[src/rtl/flash_prog_seq.sv]
module flash_prog_seq #(
  parameter logic [23:0] ADDR      = 24'h010000,
  parameter logic [7:0]  DATA      = 8'hA5,
  parameter int unsigned GAP_CYC   = 10,
  parameter int unsigned ERASE_TMO = 150_000_000,
  parameter int unsigned PROG_TMO  = 250_000
) (
  input  logic       clk,
  input  logic       rst_n,
  input  logic       start,
  output logic       busy,
  output logic       done,
  output logic       timeout_err,
  output logic       cs_n,
  output logic       byte_req,
  output logic [7:0] byte_tx,
  input  logic [7:0] byte_rx,
  input  logic       byte_done
);
  localparam int unsigned TMO_MAX = (ERASE_TMO > PROG_TMO) ? ERASE_TMO : PROG_TMO;
  localparam int TW = $clog2(TMO_MAX + 1);
  localparam int GW = $clog2(GAP_CYC + 1);
  localparam logic [7:0] OP_WREN = 8'h06, OP_ERASE = 8'hD8, OP_STAT = 8'h05, OP_PROG = 8'h02;
  localparam int WIP_BIT = 0;

  typedef enum logic [1:0] {S_IDLE, S_GAP, S_XFER, S_NEXT} st_t;
  typedef enum logic [2:0] {F_WEN1, F_ERASE, F_POLL1, F_WEN2, F_PROG, F_POLL2} fr_t;

  st_t st;
  fr_t fr;
  logic [2:0]    idx, last_idx;
  logic [GW-1:0] gcnt;
  logic [TW-1:0] tcnt;

  wire polling = (fr == F_POLL1) || (fr == F_POLL2);
  wire wip     = byte_rx[WIP_BIT];
  wire expired = tcnt >= ((fr == F_POLL1) ? TW'(ERASE_TMO) : TW'(PROG_TMO));

  assign busy = (st != S_IDLE);

  always_comb begin
    byte_tx  = 8'h00;
    last_idx = 3'd0;
    case (fr)
      F_WEN1, F_WEN2: byte_tx = OP_WREN;
      F_ERASE, F_PROG: begin
        last_idx = (fr == F_PROG) ? 3'd4 : 3'd3;
        case (idx)
          3'd0:    byte_tx = (fr == F_PROG) ? OP_PROG : OP_ERASE;
          3'd1:    byte_tx = ADDR[23:16];
          3'd2:    byte_tx = ADDR[15:8];
          3'd3:    byte_tx = ADDR[7:0];
          default: byte_tx = DATA;
        endcase
      end
      F_POLL1, F_POLL2: begin
        last_idx = 3'd1;
        byte_tx  = (idx == 3'd0) ? OP_STAT : 8'h00;
      end
      default: ;
    endcase
  end

  always_ff @(posedge clk or negedge rst_n) begin
    if (!rst_n) begin
      st          <= S_IDLE;
      fr          <= F_WEN1;
      idx         <= '0;
      gcnt        <= '0;
      tcnt        <= '0;
      cs_n        <= 1'b1;
      byte_req    <= 1'b0;
      done        <= 1'b0;
      timeout_err <= 1'b0;
    end else begin
      done <= 1'b0;
      if (polling && tcnt != '1) tcnt <= tcnt + 1'b1;
      case (st)
        S_IDLE: if (start) begin
          st          <= S_GAP;
          fr          <= F_WEN1;
          gcnt        <= '0;
          timeout_err <= 1'b0;
        end
        S_GAP: begin
          if (gcnt == GW'(GAP_CYC - 1)) begin
            cs_n     <= 1'b0;
            byte_req <= 1'b1;
            idx      <= '0;
            st       <= S_XFER;
          end else begin
            gcnt <= gcnt + 1'b1;
          end
        end
        S_XFER: if (byte_done) begin
          byte_req <= 1'b0;
          if (idx == last_idx) begin
            cs_n <= 1'b1;
            gcnt <= '0;
            st   <= S_GAP;
            if (!polling) begin
              fr <= fr_t'(fr + 3'd1);
              if (fr == F_ERASE || fr == F_PROG) tcnt <= '0;
            end else if (!wip) begin
              if (fr == F_POLL2) begin
                st   <= S_IDLE;
                done <= 1'b1;
              end else begin
                fr <= F_WEN2;
              end
            end else if (expired) begin
              st          <= S_IDLE;
              done        <= 1'b1;
              timeout_err <= 1'b1;
            end
          end else begin
            idx <= idx + 1'b1;
            st  <= S_NEXT;
          end
        end
        S_NEXT: begin
          byte_req <= 1'b1;
          st       <= S_XFER;
        end
        default: st <= S_IDLE;
      endcase
    end
  end
endmodule

[config.mk]
export PLATFORM = sky130hd
export DESIGN_NAME = flash_prog_seq
export DESIGN_NICKNAME = d
export VERILOG_FILES = /design/src/rtl/flash_prog_seq.sv
export SDC_FILE = /design/constraint.sdc
export NUM_CORES = 1
export LEC_CHECK = 0
export BUFFER_PORTS_ARGS = -buffer_cell sky130_fd_sc_hd__buf_2
export CAP_MARGIN = 0
export CORE_MARGIN = 5
export CORE_UTILIZATION = 55
export DETAILED_ROUTE_END_ITERATION = 8
export MAX_ROUTING_LAYER = met4
export PLACE_DENSITY = 0.73
export SYNTH_ARGS = -nofsm -noshare
export SYNTH_HDL_FRONTEND = slang
export SYNTH_SLANG_ARGS = --single-unit
[constraint.sdc]
create_clock -name clk -period 4.43 [get_ports clk]
set_input_delay 0.886 -clock clk [delete_from_list [all_inputs] [get_ports clk]]
set_output_delay 0.886 -clock clk [all_outputs]
set_load 0.1 [all_outputs]
# Word-level counts from Yosys, hierarchy flattened

Index checks and enable logic that the tools add are counted.

Output and inout port bits: 13
Logic and storage cells: 120
Register bits: 44
Input port bits: 12

$add $sub $neg: 4
Eq/ne operators: 25
Order comparisons: 1
Reductions and logical operators: 22
Multiplexer cells: 59

Operators with widths:

| kind                                                 | count |
|---|---|
| 2-to-1 mux 28 bit                                    | 7 |
| case mux 8 bit (3 select lines)                      | 2 |
| 2-to-1 mux 3 bit                                     | 11 |
| adder 28 x 1 -> 28 bit (second input constant)       | 1 |
| greater-or-equal comparator 28 bit                   | 1 |
| != test 28 bit (second input constant)               | 1 |
| 2-to-1 mux 1 bit                                     | 20 |
| != test 2 bit (second input constant)                | 9 |
| case mux 3 bit (2 select lines)                      | 3 |
| 2-to-1 mux 4 bit                                     | 4 |
| equality test 3 x 2 -> 1 bit (second input constant) | 4 |
| 2-to-1 mux 2 bit                                     | 6 |
| case mux 4 bit (3 select lines)                      | 1 |
| 2-to-1 mux 8 bit                                     | 1 |
| case mux 2 bit (4 select lines)                      | 1 |
| AND reduction 4 bit                                  | 2 |
| OR reduction 2 bit                                   | 4 |
| AND reduction 7 bit                                  | 1 |
| adder 3 x 1 -> 3 bit (second input constant)         | 2 |
| equality test 3 x 1 -> 1 bit (second input constant) | 2 |
| equality test 3 bit (second input constant)          | 2 |
| logical NOT 3 bit                                    | 2 |
| != test 3 bit (second input constant)                | 2 |
| AND reduction 3 bit                                  | 2 |
| other kinds (14)                                     | 20 |

# Logic depth before layout (Yosys ltp)

Depth after elaboration: 9
Mapped depth: 11
Mapped depth without buffers: 10

# Worst setup path before layout

OpenSTA, ideal clock, no wires.

Path type: reg2out
Start: register fr[1]
End: output byte_tx[0]
Stages on the path, launching flop included: 8
Buffers on the path: 0
Arrival: 3.525 ns
Slack: 0.019 ns
Required time: 3.544 ns
Cell sequence: dfrtp_1 > inv_1 > ha_1 > or2b_1 > a21boi_0 > nor2b_1 > a21oi_1 > o21ai_0

Cells in the longest elaborated chain, start to end: 3
Elaborated cells between the ends (all ways): 10
Classes of those cells: eq/ne: 5; mux: 1; reduce/logical: 4

Ends and longest elaborated chain:

| element                                              | line | text |
|---|---|---|
| start, declared                                      | 30   | `fr_t fr;` |
| start signal, assigned                               | 102  | `fr <= fr_t'(fr + 3'd1);` |
| equality test 3 x 2 -> 1 bit (tied with other cells) | 44   | `case (fr)` |
| OR reduction 2 bit                                   | 44   |  |
| case mux 8 bit (3 select lines) (*)                  | 44   |  |
| end, declared                                        | 16   | `output logic [7:0] byte_tx,` |

Every way passes the cells marked *; elsewhere a longest branch is shown, timed or not.

# Worst setup path in the final report

Start: register fr[1]
End: output byte_tx[2]

Same word-level chain as after synthesis.

==> impl_metrics.sql <==
INSERT INTO impl_metrics (metric_group, metric, value, unit) VALUES
('place', 'place_hpwl', '4790', 'µm'),
('worst_setup_path', 'end_kind', 'primary output', ''),
('floorplanning', 'design.portCount', '25', ''),
('synthesis', 'seq_area_frac_synth', '35.2', '%'),
('finish', 'fin_cells', '420', ''),
('drt', 'firstDrtPassIters', '4', ''),
('synthesis', 'synth.top_cells.by_area', 'sky130_fd_sc_hd__dfrtp_1 (34%), sky130_fd_sc_hd__ha_1 (8.4%), sky130_fd_sc_hd__a21oi_1 (4.0%)', ''),
('synthesis', 'largest_family_of_logic_cells_by_synthesized_area', 'simple AND/OR/NAND/NOR gates', ''),
('synthesis', 'synth_warnings', '0', ''),
('cts', 'cts_max_level', '2', ''),
('synthesis', 'avgSynthCellArea', '9.22', 'µm²'),
('drt', 'drtAntennaViolNets', '0', ''),
('finish', 'drive_gt1_share', '14.1', '%'),
('worst_setup_path', 'worst-endpoint-arrival', '2810', 'ps'),
('timing', 'final_min_period_over_clock_period', '83.4', '%'),
('worst_hold_path', 'min_path_type', 'flip-flop to flip-flop', ''),
('cts', 'cts_resized', '0', ''),
('cts', 'cts_setup_buffers', '0', ''),
('synthesis', 'synth_top_area_share', '34.3', '%'),
('cts', 'cts_tree', 'built', ''),
('floorplanning', 'placement_rows', '27', ''),
('timing', 'final-setup-viol-count', '0', ''),
('synthesis', 'synth_enable_flop_cells', '0', ''),
('floorplanning', 'die_w', '85.5', 'µm'),
('drt', 'detailroute.via_count', '2584', ''),
('worst_setup_path', 'critical_path.startpoint', 'fr[1]$_DFFE_PN0P_', ''),
('floorplanning', 'fp.dieArea', '7310', 'µm²'),
('place', 'post_dp_cell_area', '3210', 'µm²'),
('worst_setup_path', 'reg2reg_from', 'fr[0]$_DFFE_PN0P_', ''),
('timing', 'drv_slew', '0', ''),
('place', 'placed_cells_incl_taps', '412', ''),
('synthesis', 'yosys.area.top_type', 'sky130_fd_sc_hd__dfrtp_1', ''),
('cts', 'tritoncts.num_buffers', '5', ''),
('drt', 'finalWirelength', '6700', 'µm'),
('grt', 'grt_pass1_vias', '2446', ''),
('finish', 'fillerInstances', '483', ''),
('grt', 'grt_antenna_before_repair', '0', ''),
('synthesis', 'synth.cell_area', '3130', 'µm²'),
('finish', 'num-nets-final', '380', ''),
('synthesis', 'synth-async-reset-ratio', '100', '%'),
('place', 'gp_routability_congestion', '0.835', ''),
('drt', 'drc', '0', ''),
('finish', 'area.growth.synth_to_final', '6.27', '%'),
('timing', 'max_clock_freq', '271', 'MHz'),
('floorplanning', 'initial_core_utilization', '56.9', '%'),
('run_status', 'run_status', 'completed', ''),
('timing', 'fin_setup_tns', '0', 'ps'),
('grt', 'grt_pass1_wl', '11700', 'µm'),
('drt', 'initial_drt_markers', '100', ''),
('worst_setup_path', 'timing.critical_path.from_type', 'flip-flop', ''),
('worst_setup_path', 'r2r_slack', '1060', 'ps'),
('synthesis', 'synth_compound_area_share', '21.2', '%'),
('cts', 'insertion_delay', '310', 'ps'),
('worst_setup_path', 'critical_path.max_fanout', '8', ''),
('cts', 'clk_root_buffer_cell', 'sky130_fd_sc_hd__clkbuf_8', ''),
('cts', 'cts_hold_repair.buffers', '0', ''),
('timing', 'slew-limit-headroom', '31.2', '%'),
('synthesis', 'ys_top_cells_by_count', 'sky130_fd_sc_hd__dfrtp_1 (43), sky130_fd_sc_hd__nor2_1 (26), sky130_fd_sc_hd__a21oi_1 (25)', ''),
('floorplanning', 'core_region_area', '5510', 'µm²'),
('timing', 'rsz0062_at_grt', 'no', ''),
('synthesis', 'synth_xor_area_share', '4.47', '%'),
('timing', 'clock-skew-final', '15.7', 'ps'),
('job', 'maxCapViolCount', '0', ''),
('grt', 'grt_use_total', '20.0', '%'),
('synthesis', 'mappedNetlistNets', '373', ''),
('floorplanning', 'die-height', '85.5', 'µm'),
('synthesis', 'synth_simple_gate_area_share', '22.9', '%'),
('cts', 'clkSlewWorstSetupHoldPaths', '100', 'ps'),
('cts', 'max-clock-path-buffers', '2', ''),
('drt', 'via_per_inst', '6.15', ''),
('finish', 'postLayoutCellArea', '3330', 'µm²');
-- placed cells by master, fill, tap and decap left out, types with 3 or more instances in the layout --
| cell | instances |
|---|---|
| sky130_fd_sc_hd__o22ai_1 | 3 |
| sky130_fd_sc_hd__a211oi_1 | 4 |
| sky130_fd_sc_hd__o31ai_1 | 8 |
| sky130_fd_sc_hd__nand3_1 | 10 |
| sky130_fd_sc_hd__nor3_1 | 8 |
| sky130_fd_sc_hd__and4_1 | 4 |
| sky130_fd_sc_hd__ha_1 | 21 |
| sky130_fd_sc_hd__or4_1 | 7 |
| sky130_fd_sc_hd__a31oi_1 | 3 |
| sky130_fd_sc_hd__a21o_1 | 3 |
| sky130_fd_sc_hd__dfrtp_1 | 43 |
| sky130_fd_sc_hd__xnor2_1 | 13 |
| sky130_fd_sc_hd__xor2_1 | 3 |
| sky130_fd_sc_hd__a21oi_1 | 25 |
| sky130_fd_sc_hd__mux2i_1 | 5 |
| sky130_fd_sc_hd__and3_1 | 5 |
| sky130_fd_sc_hd__clkbuf_8 | 6 |
| sky130_fd_sc_hd__nand4_1 | 8 |
| sky130_fd_sc_hd__nor2_1 | 26 |
| sky130_fd_sc_hd__o211ai_1 | 6 |
| sky130_fd_sc_hd__nor4_1 | 4 |
| sky130_fd_sc_hd__inv_1 | 19 |
| sky130_fd_sc_hd__nor2b_1 | 5 |
| sky130_fd_sc_hd__buf_2 | 17 |
| sky130_fd_sc_hd__o21ai_0 | 11 |
| sky130_fd_sc_hd__nand2_1 | 24 |
-- layer usage --
| layer | global-route usage (%) | vias to the layer above | share of wire, % |
|---|---|---|---|
| li1 | - | 1291 | - |
| met4 | 5.04 | 0 | 0.97 |
| met5 | - | - | 0 |
| met2 | 29.8 | 51 | 46 |
| met1 | 28.3 | 1236 | 48 |
| met3 | 3.27 | 6 | 4.5 |
-- state kept, by name (all words and copies together) (netlist names) --
name and count:
byte_req 1, cs_n 1, done 1, fr 3, gcnt 4, idx 3, st 2, tcnt 28
timeout_err 1
-- path summary, 6_finish.rpt --
kind,end,depth (start not counted)
worst max-delay path,byte_tx[2],8
worst min-delay path,cs_n$_DFFE_PN1P_,2
max in group asynchronous,tcnt[21]$_DFF_PN0_,1
worst min register to register,cs_n$_DFFE_PN1P_,2
worst max register to register,st[0]$_DFFE_PN0P_,10
min in group asynchronous,tcnt[1]$_DFF_PN0_,1
-- area by class of cell --
class | instances | share of cell area [%]
clock buffer | 6 | 2.48
clock inverter | 2 | 1.16
inverter | 19 | 2.14
sequential | 44 | 33.1
tap | 72 | 2.70
timing repair buffer | 18 | 2.78
multi-input combinational | 259 | 55.6
-- cells by family (layout without fill, tap and decap cells) --
kind of cell	after synthesis	in the layout
simple gates	125	125
compound gates	91	91
flops	44	44
buf+inv	37	45
fa+ha+maj	21	21
xor+xnor	16	16
mux	6	6
-- through the flow --
step / setup WS, ps / hold WS, ps / util, %
global placement: 1130 / 447 / 58.3
detailed placement: 1060 / 446 / 58.3
finish: 735 / 460 / 60.5
floorplan: 19.2 / 456 / -
global route: 456 / 495 / 60.5
CTS: 692 / 462 / 60.5
-- worst max-delay path, stage by stage (launching register included) --
cell	delay, ps
sky130_fd_sc_hd__dfrtp_1	410
sky130_fd_sc_hd__inv_1	100
sky130_fd_sc_hd__ha_1	270
sky130_fd_sc_hd__or2b_1	250
sky130_fd_sc_hd__a21boi_0	770
sky130_fd_sc_hd__nor2_1	70
sky130_fd_sc_hd__o21ai_0	180
sky130_fd_sc_hd__o211ai_1	130
sky130_fd_sc_hd__buf_2	310
Power is left out: the tool's default activity adds up to more than one toggle a clock period on the data nets, which glitch-free logic cannot reach.
